File: config.mk
export PLATFORM = sky130hd
export DESIGN_NAME = flash_rd_port
export DESIGN_NICKNAME = d
export VERILOG_FILES = /design/src/rtl/flash_rd_pkg.sv /design/src/rtl/fr_addr_decode.sv /design/src/rtl/fr_wait_ctrl.sv /design/src/rtl/fr_dword_buf.sv /design/src/rtl/flash_rd_port.sv
export SDC_FILE = /design/constraint.sdc
export NUM_CORES = 1
export LEC_CHECK = 0
export ABC_CLOCK_PERIOD_IN_PS = 2170
export BUFFER_PORTS_ARGS = -buffer_cell sky130_fd_sc_hd__buf_4
export CORE_MARGIN = 5
export CORE_UTILIZATION = 46
export DETAILED_ROUTE_END_ITERATION = 8
export GPL_TIMING_DRIVEN = 0
export PLACE_DENSITY = 0.83
export SKIP_LAST_GASP = 1
export SLEW_MARGIN = 10
export SYNTH_ARGS = -nofsm -noshare
export SYNTH_HDL_FRONTEND = slang
export SYNTH_SLANG_ARGS = --single-unit
File: constraint.sdc
create_clock -name clk -period 2.17 [get_ports clk]
set_input_delay 0.1085 -clock clk [delete_from_list [all_inputs] [get_ports clk]]
set_output_delay 0.1085 -clock clk [all_outputs]
set_load 0.01 [all_outputs]
File: src/rtl/flash_rd_pkg.sv
// Package: shared types and helpers for the flash read port.
// Assumes a 64-bit array word split into two 32-bit bus words.
package flash_rd_pkg;

    // Region that a bus address falls into
    typedef enum logic [1:0] {
        RGN_MAIN = 2'd0,
        RGN_USER = 2'd1,
        RGN_RSVD = 2'd2
    } region_e;

    // Where the current response comes from
    typedef enum logic [2:0] {
        SRC_IDLE  = 3'd0,
        SRC_RSVD  = 3'd1,
        SRC_CACHE = 3'd2,
        SRC_BUF   = 3'd3,
        SRC_FETCH = 3'd4
    } src_e;

    // Pick one 32-bit half of a doubleword
    function automatic logic [31:0] pick_half(input logic [63:0] dw, input logic hi);
        return hi ? dw[63:32] : dw[31:0];
    endfunction

endpackage

File: src/rtl/fr_addr_decode.sv
// Address decoder: sorts a byte address into main array, user page or
// reserved space, and forms the array row index. Assumes ADDR_W < 32
// and that the user page lies above the main array.
module fr_addr_decode #(
    parameter int ADDR_W    = 24,
    parameter int MAIN_DW   = 32768,
    parameter int USER_BASE = 24'h80_0000,
    parameter int USER_DW   = 64,
    parameter int IDX_W     = 16
) (
    input  logic [ADDR_W-1:0]         addr,
    output flash_rd_pkg::region_e     region,
    output logic [IDX_W-1:0]          row_idx,
    output logic                      hi_sel
);
    import flash_rd_pkg::*;

    localparam logic [31:0] MAIN_END = 32'(MAIN_DW * 8);
    localparam logic [31:0] USER_LO  = 32'(USER_BASE);
    localparam logic [31:0] USER_END = 32'(USER_BASE + USER_DW * 8);

    logic [31:0] a32;
    logic [31:0] user_row;

    assign a32 = 32'(addr);

    // Region classification
    always_comb begin
        if (a32 < MAIN_END)
            region = RGN_MAIN;
        else if (a32 >= USER_LO && a32 < USER_END)
            region = RGN_USER;
        else
            region = RGN_RSVD;
    end

    // Row index: user rows follow the main rows
    assign user_row = 32'(MAIN_DW) + ((a32 - USER_LO) >> 3);

    always_comb begin
        if (region == RGN_USER)
            row_idx = user_row[IDX_W-1:0];
        else
            row_idx = IDX_W'(a32 >> 3);
    end

    assign hi_sel = a32[2];

endmodule

File: src/rtl/fr_wait_ctrl.sv
// Wait-state control: holds the programmed stall count and times
// each array fetch. A fetch of N wait states is done in cycle N+1.
// Assumes the requester holds its request steady until done.
module fr_wait_ctrl #(
    parameter int WS_W = 2
) (
    input  logic            clk,
    input  logic            rst_n,
    input  logic            ws_wr,
    input  logic [WS_W-1:0] ws_wdata,
    input  logic            fetch_act,
    output logic [WS_W-1:0] ws_q,
    output logic            fetch_done
);
    logic [WS_W-1:0] cnt_q;

    // Programmed wait-state register
    always_ff @(posedge clk) begin
        if (!rst_n)
            ws_q <= '0;
        else if (ws_wr)
            ws_q <= ws_wdata;
    end

    assign fetch_done = fetch_act && (cnt_q >= ws_q);

    // Cycles already spent on the current fetch
    always_ff @(posedge clk) begin
        if (!rst_n)
            cnt_q <= '0;
        else if (!fetch_act || fetch_done)
            cnt_q <= '0;
        else
            cnt_q <= cnt_q + 1'b1;
    end

endmodule

File: src/rtl/fr_dword_buf.sv
// One-entry doubleword buffer with row tag and valid bit. Loading
// wins over nothing; invalidation wins over loading.
module fr_dword_buf #(
    parameter int IDX_W = 16
) (
    input  logic             clk,
    input  logic             rst_n,
    input  logic             inval,
    input  logic             load,
    input  logic [IDX_W-1:0] load_idx,
    input  logic [63:0]      load_data,
    input  logic [IDX_W-1:0] look_idx,
    input  logic             look_hi,
    output logic             hit,
    output logic [31:0]      hit_word
);
    import flash_rd_pkg::*;

    logic             vld_q;
    logic [IDX_W-1:0] tag_q;
    logic [63:0]      dat_q;

    // Valid bit: cleared by reset or invalidation, set on load
    always_ff @(posedge clk) begin
        if (!rst_n)
            vld_q <= 1'b0;
        else if (inval)
            vld_q <= 1'b0;
        else if (load)
            vld_q <= 1'b1;
    end

    // Tag and data capture on load
    always_ff @(posedge clk) begin
        if (!rst_n) begin
            tag_q <= '0;
            dat_q <= '0;
        end else if (load) begin
            tag_q <= load_idx;
            dat_q <= load_data;
        end
    end

    assign hit      = vld_q && (tag_q == look_idx);
    assign hit_word = pick_half(dat_q, look_hi);

endmodule

File: src/rtl/flash_rd_port.sv
// Flash read port: serves 32-bit bus reads from a 64-bit flash array.
// Priority: reserved address, cache hit, buffer hit, array fetch.
// Assumes rd_addr and rd_req stay stable until rd_ready, and that the
// array returns row data on arr_rdata by the last cycle of a fetch.
module flash_rd_port #(
    parameter int ADDR_W    = 24,
    parameter int MAIN_DW   = 32768,
    parameter int USER_BASE = 24'h80_0000,
    parameter int USER_DW   = 64,
    parameter int WS_W      = 2,
    localparam int IDX_W    = $clog2(MAIN_DW + USER_DW)
) (
    input  logic              clk,
    input  logic              rst_n,
    input  logic              rd_req,
    input  logic [ADDR_W-1:0] rd_addr,
    output logic              rd_ready,
    output logic [31:0]       rd_rdata,
    output logic              rd_err,
    input  logic              cache_hit,
    input  logic [31:0]       cache_rdata,
    input  logic              ws_wr,
    input  logic [WS_W-1:0]   ws_wdata,
    input  logic              buf_flush,
    output logic              arr_en,
    output logic [IDX_W-1:0]  arr_addr,
    input  logic [63:0]       arr_rdata
);
    import flash_rd_pkg::*;

    region_e          region;
    logic [IDX_W-1:0] row_idx;
    logic             hi_sel;
    logic             buf_hit;
    logic [31:0]      buf_word;
    logic [WS_W-1:0]  ws_q;
    logic             fetch_done;
    src_e             src;

    fr_addr_decode #(
        .ADDR_W(ADDR_W), .MAIN_DW(MAIN_DW), .USER_BASE(USER_BASE),
        .USER_DW(USER_DW), .IDX_W(IDX_W)
    ) u_dec (
        .addr(rd_addr), .region(region), .row_idx(row_idx), .hi_sel(hi_sel)
    );

    // Response source selection in priority order
    always_comb begin
        if (!rd_req)
            src = SRC_IDLE;
        else if (region == RGN_RSVD)
            src = SRC_RSVD;
        else if (cache_hit)
            src = SRC_CACHE;
        else if (buf_hit)
            src = SRC_BUF;
        else
            src = SRC_FETCH;
    end

    fr_wait_ctrl #(.WS_W(WS_W)) u_ws (
        .clk(clk), .rst_n(rst_n), .ws_wr(ws_wr), .ws_wdata(ws_wdata),
        .fetch_act(src == SRC_FETCH), .ws_q(ws_q), .fetch_done(fetch_done)
    );

    fr_dword_buf #(.IDX_W(IDX_W)) u_buf (
        .clk(clk), .rst_n(rst_n), .inval(buf_flush || ws_wr),
        .load(fetch_done), .load_idx(row_idx), .load_data(arr_rdata),
        .look_idx(row_idx), .look_hi(hi_sel),
        .hit(buf_hit), .hit_word(buf_word)
    );

    assign arr_en   = (src == SRC_FETCH);
    assign arr_addr = arr_en ? row_idx : '0;

    // Handshake and error response
    always_comb begin
        rd_err   = (src == SRC_RSVD);
        rd_ready = (src == SRC_RSVD) || (src == SRC_CACHE) ||
                   (src == SRC_BUF)  || fetch_done;
    end

    // Read data mux
    always_comb begin
        case (src)
            SRC_CACHE: rd_rdata = cache_rdata;
            SRC_BUF:   rd_rdata = buf_word;
            SRC_FETCH: rd_rdata = fetch_done ? pick_half(arr_rdata, hi_sel) : '0;
            default:   rd_rdata = '0;
        endcase
    end

endmodule

; ---- Yosys cells after proc, flatten, opt, wreduce, memory -nomap -nowiden
; Cells that the tools add are included.
[word_totals]
reg_bits = 85
elab_cells = 43
[classes]
n_addsub = 3
magnitude_cmp = 4
eq_ne = 7
muxes = 12
n_bitwise = 1
reduce_logical = 11
[op_table]
columns = cell, count
row1 = two-way mux 32 bit, 3
row2 = one-hot mux 32 bit (3 select lines), 1
row3 = two-way mux 16 bit, 2
row4 = greater-or-equal comparator 24 bit (second input constant), 1
row5 = less-than comparator 24 x 19 -> 1 bit (second input constant), 1
row6 = less-than comparator 24 bit (second input constant), 1
row7 = subtractor 19 x 1 -> 19 bit (second input constant), 1
row8 = adder 16 bit (first input constant), 1
row9 = equality test 16 bit, 1
row10 = two-way mux 3 bit, 4
row11 = equality test 3 x 2 -> 1 bit (second input constant), 2
row12 = logical OR 1 bit, 5
row13 = two-way mux 2 bit, 2
row14 = OR reduction 2 bit, 2
row15 = equality test 3 x 1 -> 1 bit (second input constant), 1
row16 = equality test 3 bit (second input constant), 1
row17 = logical AND 1 bit, 3
row18 = adder 2 x 1 -> 2 bit (second input constant), 1
row19 = equality test 2 x 1 -> 1 bit (second input constant), 1
row20 = equality test 2 bit (second input constant), 1
row21 = greater-or-equal comparator 2 bit, 1
row22 = zero test 1 bit, 1
row23 = NOT 1 bit, 1

; ---- Logic depth before layout (Yosys ltp)
[depth]
ltp_word = 16
depth_mapped = 9
depth_no_buf = 7

; ---- Hierarchy
; From an unflattened synthesis, not the netlist that was laid out.
[unflattened]
cells_unflattened = 514
area_unflattened_um2 = 5131.2
[by_module_without_submodules]
columns = module, instances, cells_each, area_each_um2
row1 = fr_dword_buf, 1, 319, 3590.9
row2 = flash_rd_port, 1, 151, 1161.1
row3 = fr_wait_ctrl, 1, 19, 206.4
row4 = fr_addr_decode, 1, 25, 172.7

; ---- Worst setup path before layout
; OpenSTA, ideal clock, no wires.
[synth_path]
path_kind = in2out
start = input port rd_addr[12]
end = output port rd_rdata[23]
t_arrival_ns = 2.083
required_ns = 2.061
slack_ns = -0.022
stages = 8
path_buffers = 2
path_cell_list = nor4_2 > nand4_1 > mux2i_1 > nor4b_2 > or2_1 > clkbuf_1 > buf_2 > o221ai_1
[synth_between]
elab_chain_len = 16
[synth_rtl]
columns = item, line_no
row1 = "start, declared", flash_rd_port.sv:16  ; input logic [ADDR_W-1:0] rd_addr,
row2 = branches (longest 10 deep; another with subtractor 19 x 1 -> 19 bit), -
row3 = two-way mux 3 bit (*), flash_rd_port.sv:51  ; else if (region == RGN_RSVD)
row4 = two-way mux 3 bit (*), flash_rd_port.sv:49  ; if (!rd_req)
row5 = equality test 3 bit, "flash_rd_port.sv:63, flash_rd_port.sv:85"
row6 = logical AND 1 bit, fr_wait_ctrl.sv:25  ; assign fetch_done = fetch_act && (cnt_q >= ws_q);
row7 = two-way mux 32 bit, flash_rd_port.sv:88  ; SRC_FETCH: rd_rdata = fetch_done ? pick_half(arr_rdata, hi_sel) : '0;
row8 = one-hot mux 32 bit (3 select lines) (*), flash_rd_port.sv:85  ; case (src)
row9 = "end, declared", flash_rd_port.sv:18  ; output logic [31:0] rd_rdata,
; Mark *: on every way between the ends.

; ---- Worst setup path in the final report
[layout_path]
start = register u_buf.tag_q[3]
end = output port rd_rdata[19]
[layout_between]
elab_chain_len = 10
[layout_rtl]
columns = item, line_no
row1 = "start, declared", fr_dword_buf.sv:20  ; logic [IDX_W-1:0] tag_q;
row2 = "start signal, assigned", fr_dword_buf.sv:39  ; tag_q <= load_idx;
row3 = equality test 16 bit (*), fr_dword_buf.sv:44  ; assign hit = vld_q && (tag_q == look_idx);
row4 = logical AND 1 bit (*), fr_dword_buf.sv:44
row5 = two-way mux 3 bit (*), flash_rd_port.sv:55  ; else if (buf_hit)
row6 = two-way mux 3 bit (*), flash_rd_port.sv:53  ; else if (cache_hit)
row7 = two-way mux 3 bit (*), flash_rd_port.sv:51
row8 = two-way mux 3 bit (*), flash_rd_port.sv:49
row9 = equality test 3 bit, "flash_rd_port.sv:63, flash_rd_port.sv:85"
row10 = logical AND 1 bit, fr_wait_ctrl.sv:25
row11 = two-way mux 32 bit, flash_rd_port.sv:88
row12 = one-hot mux 32 bit (3 select lines) (*), flash_rd_port.sv:85
; Every way passes the cells marked *; elsewhere a longest branch is shown, timed or not.

==> results.md <==
* Status: finished with violations
* Violated checks: setup timing
* Flops & latches, synth at 85
* Ys flop type: dfxtp_1
* Total GRT Usage at 0.271
* Req. time, crit path at 2.06 ns
* Cell Pwr Density at 425 nW/um2
* Final Util at 0.689
* Skew final at 0.0117 ns
* DRT iter0 DRCs at 448
* Hold Crit Class: in2reg
* Gpl congestion at 0.834
* Clock Tree Root: clkbuf_8
* CP cell instances: xnor2_2 > nand3_1 > nor3_1 > nand2_1 > or4_4 > buf_8 > clkbuf_16 > o221ai_2 > buf_4
* Syn Nets at 714
* Clock transition at path regs at 0.09 ns
* Post-DP Area at 6550 um2
* FF/Latch Area at 1710 um2
* # DRC at 0
* Cts bufs inserted at 9
* Clk Latency, worst-skew pair at 0.36 ns
* Rows at 38
* Tcrit/Tclk final at 1.14
* CTS tree: done
* Pre-CTS setup slack at -0.796 ns
* Die Y at 115 um
* Largest cells by area after synthesis: dfxtp_1, mux2i_1, nand2_1, o221ai_1, o221ai_2
* Most frequent cell after synthesis: nand2_1
* Rel. slew slack at 0.311
* Switching part of the total power at 0.271
* LEAKAGE at 3.07 nW
* Crit path max-delay family: simple AND/OR/NAND/NOR gates
* Final ANT Viol Nets at 0
* Maximum fanout along the worst path at 6
* Clock power frac at 0.336
* Nets at 923
* RSZ-0062 raised after global routing: true
* Post-Syn Instances at 584
* P_int at 2.30 mW
* Die area at 13200 um2
* Post-DP HPWL at 13200 um
* Clock buffer depth at 2
* Max Clock Freq at 404 MHz
* Maximum capacitance violations at 0
* CP Class: reg2out
* Number of antenna violations at the first check in global routing at 0
* P&R area growth vs syn at 47.1%
* Ys Warns at 0
* Final count of pins violating max slew at 0
* Vias at 5356
* Die X-Extent at 115 um
* Largest net degree at the start of global routing at 14
* Top cell type's share of synthesized area at 0.337
* Detailed-router iteration count before antenna repair at 5
* Number of fill cells at 820
* Buf+Inv Stages, Crit Path at 3
* EDFF count, synth at 0
* Yosys top cell by area: dfxtp_1
* CP Capture Type: primary output
* Final Hold Vio Count at 0
* Worst slew pin tran at 1.03 ns
* CP peak stage delay at 0.45 ns
* P_sw at 0.854 mW
* Startpoint types: flop
* Antenna diodes at 0
* TNS Setup at -10.56 ns
* Yosys cell types at 38
* Gate power share at 0.168
* # H-tree levels at 3
* Final WS setup at -0.306 ns
* WL per Instance at 19.8 um
* CTS Sinks at 85
* Min cycle time layout at 2.48 ns
* Fin area at 7430 um2
* Syn Std Cell Area at 5050 um2
* Initial Util at 0.468
* Critical path data arrival time at 2.37 ns
* # IOs at 179
* Area of the multi-input gates at 3440 um2
* Post-Route WL at 18600 um
* Post-Syn Area per Cell at 8.65 um2
* Commonest cells in the netlist: nand2_1, mux2i_1, dfxtp_1
* Register area share after synthesis at 0.337
* Post-synth ARST share at 0
* Core area at 10800 um2
* Max IR drop VDD at 0.274 mV
* First-pass GRT wire length at 28000 um
* Flop pwr share at 0.496
* Vias in the first global route at 5526
* Final setup viols at 50
* Port-buffer cells at 175
* Routed vias/inst at 5.71
* Slowest CP cell: or4_4
* Global route overflow at 0
* Share of cells above drive strength 1 at 0.382
[routing by layer]
metal	track usage	vias to the layer above	part of all wire
met5	0	-	0
met4	0.107	0	0.030
met3	0.0405	53	0.068
met2	0.480	259	0.50
met1	0.329	2597	0.40
li1	-	2447	-
[tightest hold or removal path: cells and delay by family]
kind,cells,cell delay (ns)
AO/OA/AOI/OAI,1,0.11
buffers and inverters,1,0.07
AND/OR/NAND/NOR,1,0.04
[path summary, 6_finish.rpt]
check | start | to | slack (ns) | cells after the start
min | buf_flush | u_buf.vld_q | 0.01 | 3
min reg2reg | u_buf.dat_q[22] | u_buf.dat_q[22] | 0.46 | 2
max reg2reg | u_buf.tag_q[3] | u_buf.dat_q[18] | 0.01 | 11
max | u_buf.tag_q[3] | rd_rdata[19] | -0.31 | 9
[cells in the final DEF, fill, tap and decap left out, drive strengths merged]
cell,n
o21ai,3
clkinvlp,2
clkbuf,44
or2,1
a2111oi,1
o221ai,29
a21o,1
nor4,3
nor2,5
nand2,192
a211o,1
buf,210
nand4,8
a32oi,3
nor3,4
or4,2
xor2,1
dfxtp,85
xnor2,14
o211a,1
mux2i,144
o41a,1
ha,2
mux2,3
nor2b,3
and4,2
nand3,3
and2,16
nor4b,2
clkinv,1
nand2b,7
a21oi,1
inv,2
dlygate4sd3,1
[timing repair]
item / CTS / global route
endpoints found under the setup margin: 97 / 120
gates cloned: 2 / 1
endpoints found under the hold margin: 0 / 1
setup buffers: 16 / 6
hold buffers: 0 / 1
gates resized for setup: 96 / 27
pin swaps: 34 / 8
[cell families (layout without fill, tap and decap cells)]
family / Yosys count / after routing / synth area share
multiplexers: 147 / 147 / 0.292
XOR/XNOR: 15 / 15 / 0.0260
flip-flops: 85 / 85 / 0.337
AND/OR/NAND/NOR: 248 / 248 / 0.216
buffers and inverters: 46 / 260 / 0.0401
adder cells (fa/ha/maj): 2 / 2 / 0.00495
AO/OA/AOI/OAI: 41 / 41 / 0.0847
[area by class of cell]
cell class	count	area share
multi-input cells	453	0.462
clock buffers	13	0.0214
plain buffers	43	0.0360
flip-flops and latches	85	0.230
well taps	140	0.0236
clock inverters	3	0.00269
inverters	2	0.00101
repair buffers	199	0.223
[power groups by stage]
stage / combinational [mW] / sequential (mW) / clock [mW]
after floorplan: 0.200 / 1.60 / 0
after global placement: 0.472 / 1.60 / 0
after detailed placement: 0.487 / 1.60 / 0
after CTS: 0.512 / 1.57 / 1.06
after global routing: 0.563 / 1.57 / 1.13
final: 0.529 / 1.57 / 1.06
[flip-flops by register name, summed over array words and instances, names as in the netlist]
| signal | cells |
|---|---|
| u_buf.dat_q | 64 |
| u_buf.tag_q | 16 |
| u_ws.cnt_q | 2 |
| u_ws.ws_q | 2 |
| u_buf.vld_q | 1 |
[per-stage QoR]
stage	total power, mW	std cells	hold slack, ns
2_1_floorplan	1.80	584	0.251
3_3_place_gp	2.07	899	0.368
3_5_place_dp	2.09	899	0.381
4_1_cts	3.14	932	0.0108
5_1_grt	3.26	938	0.00366
6_report	3.16	938	0.0108
Note: power is estimated with default switching activity, not from simulation.
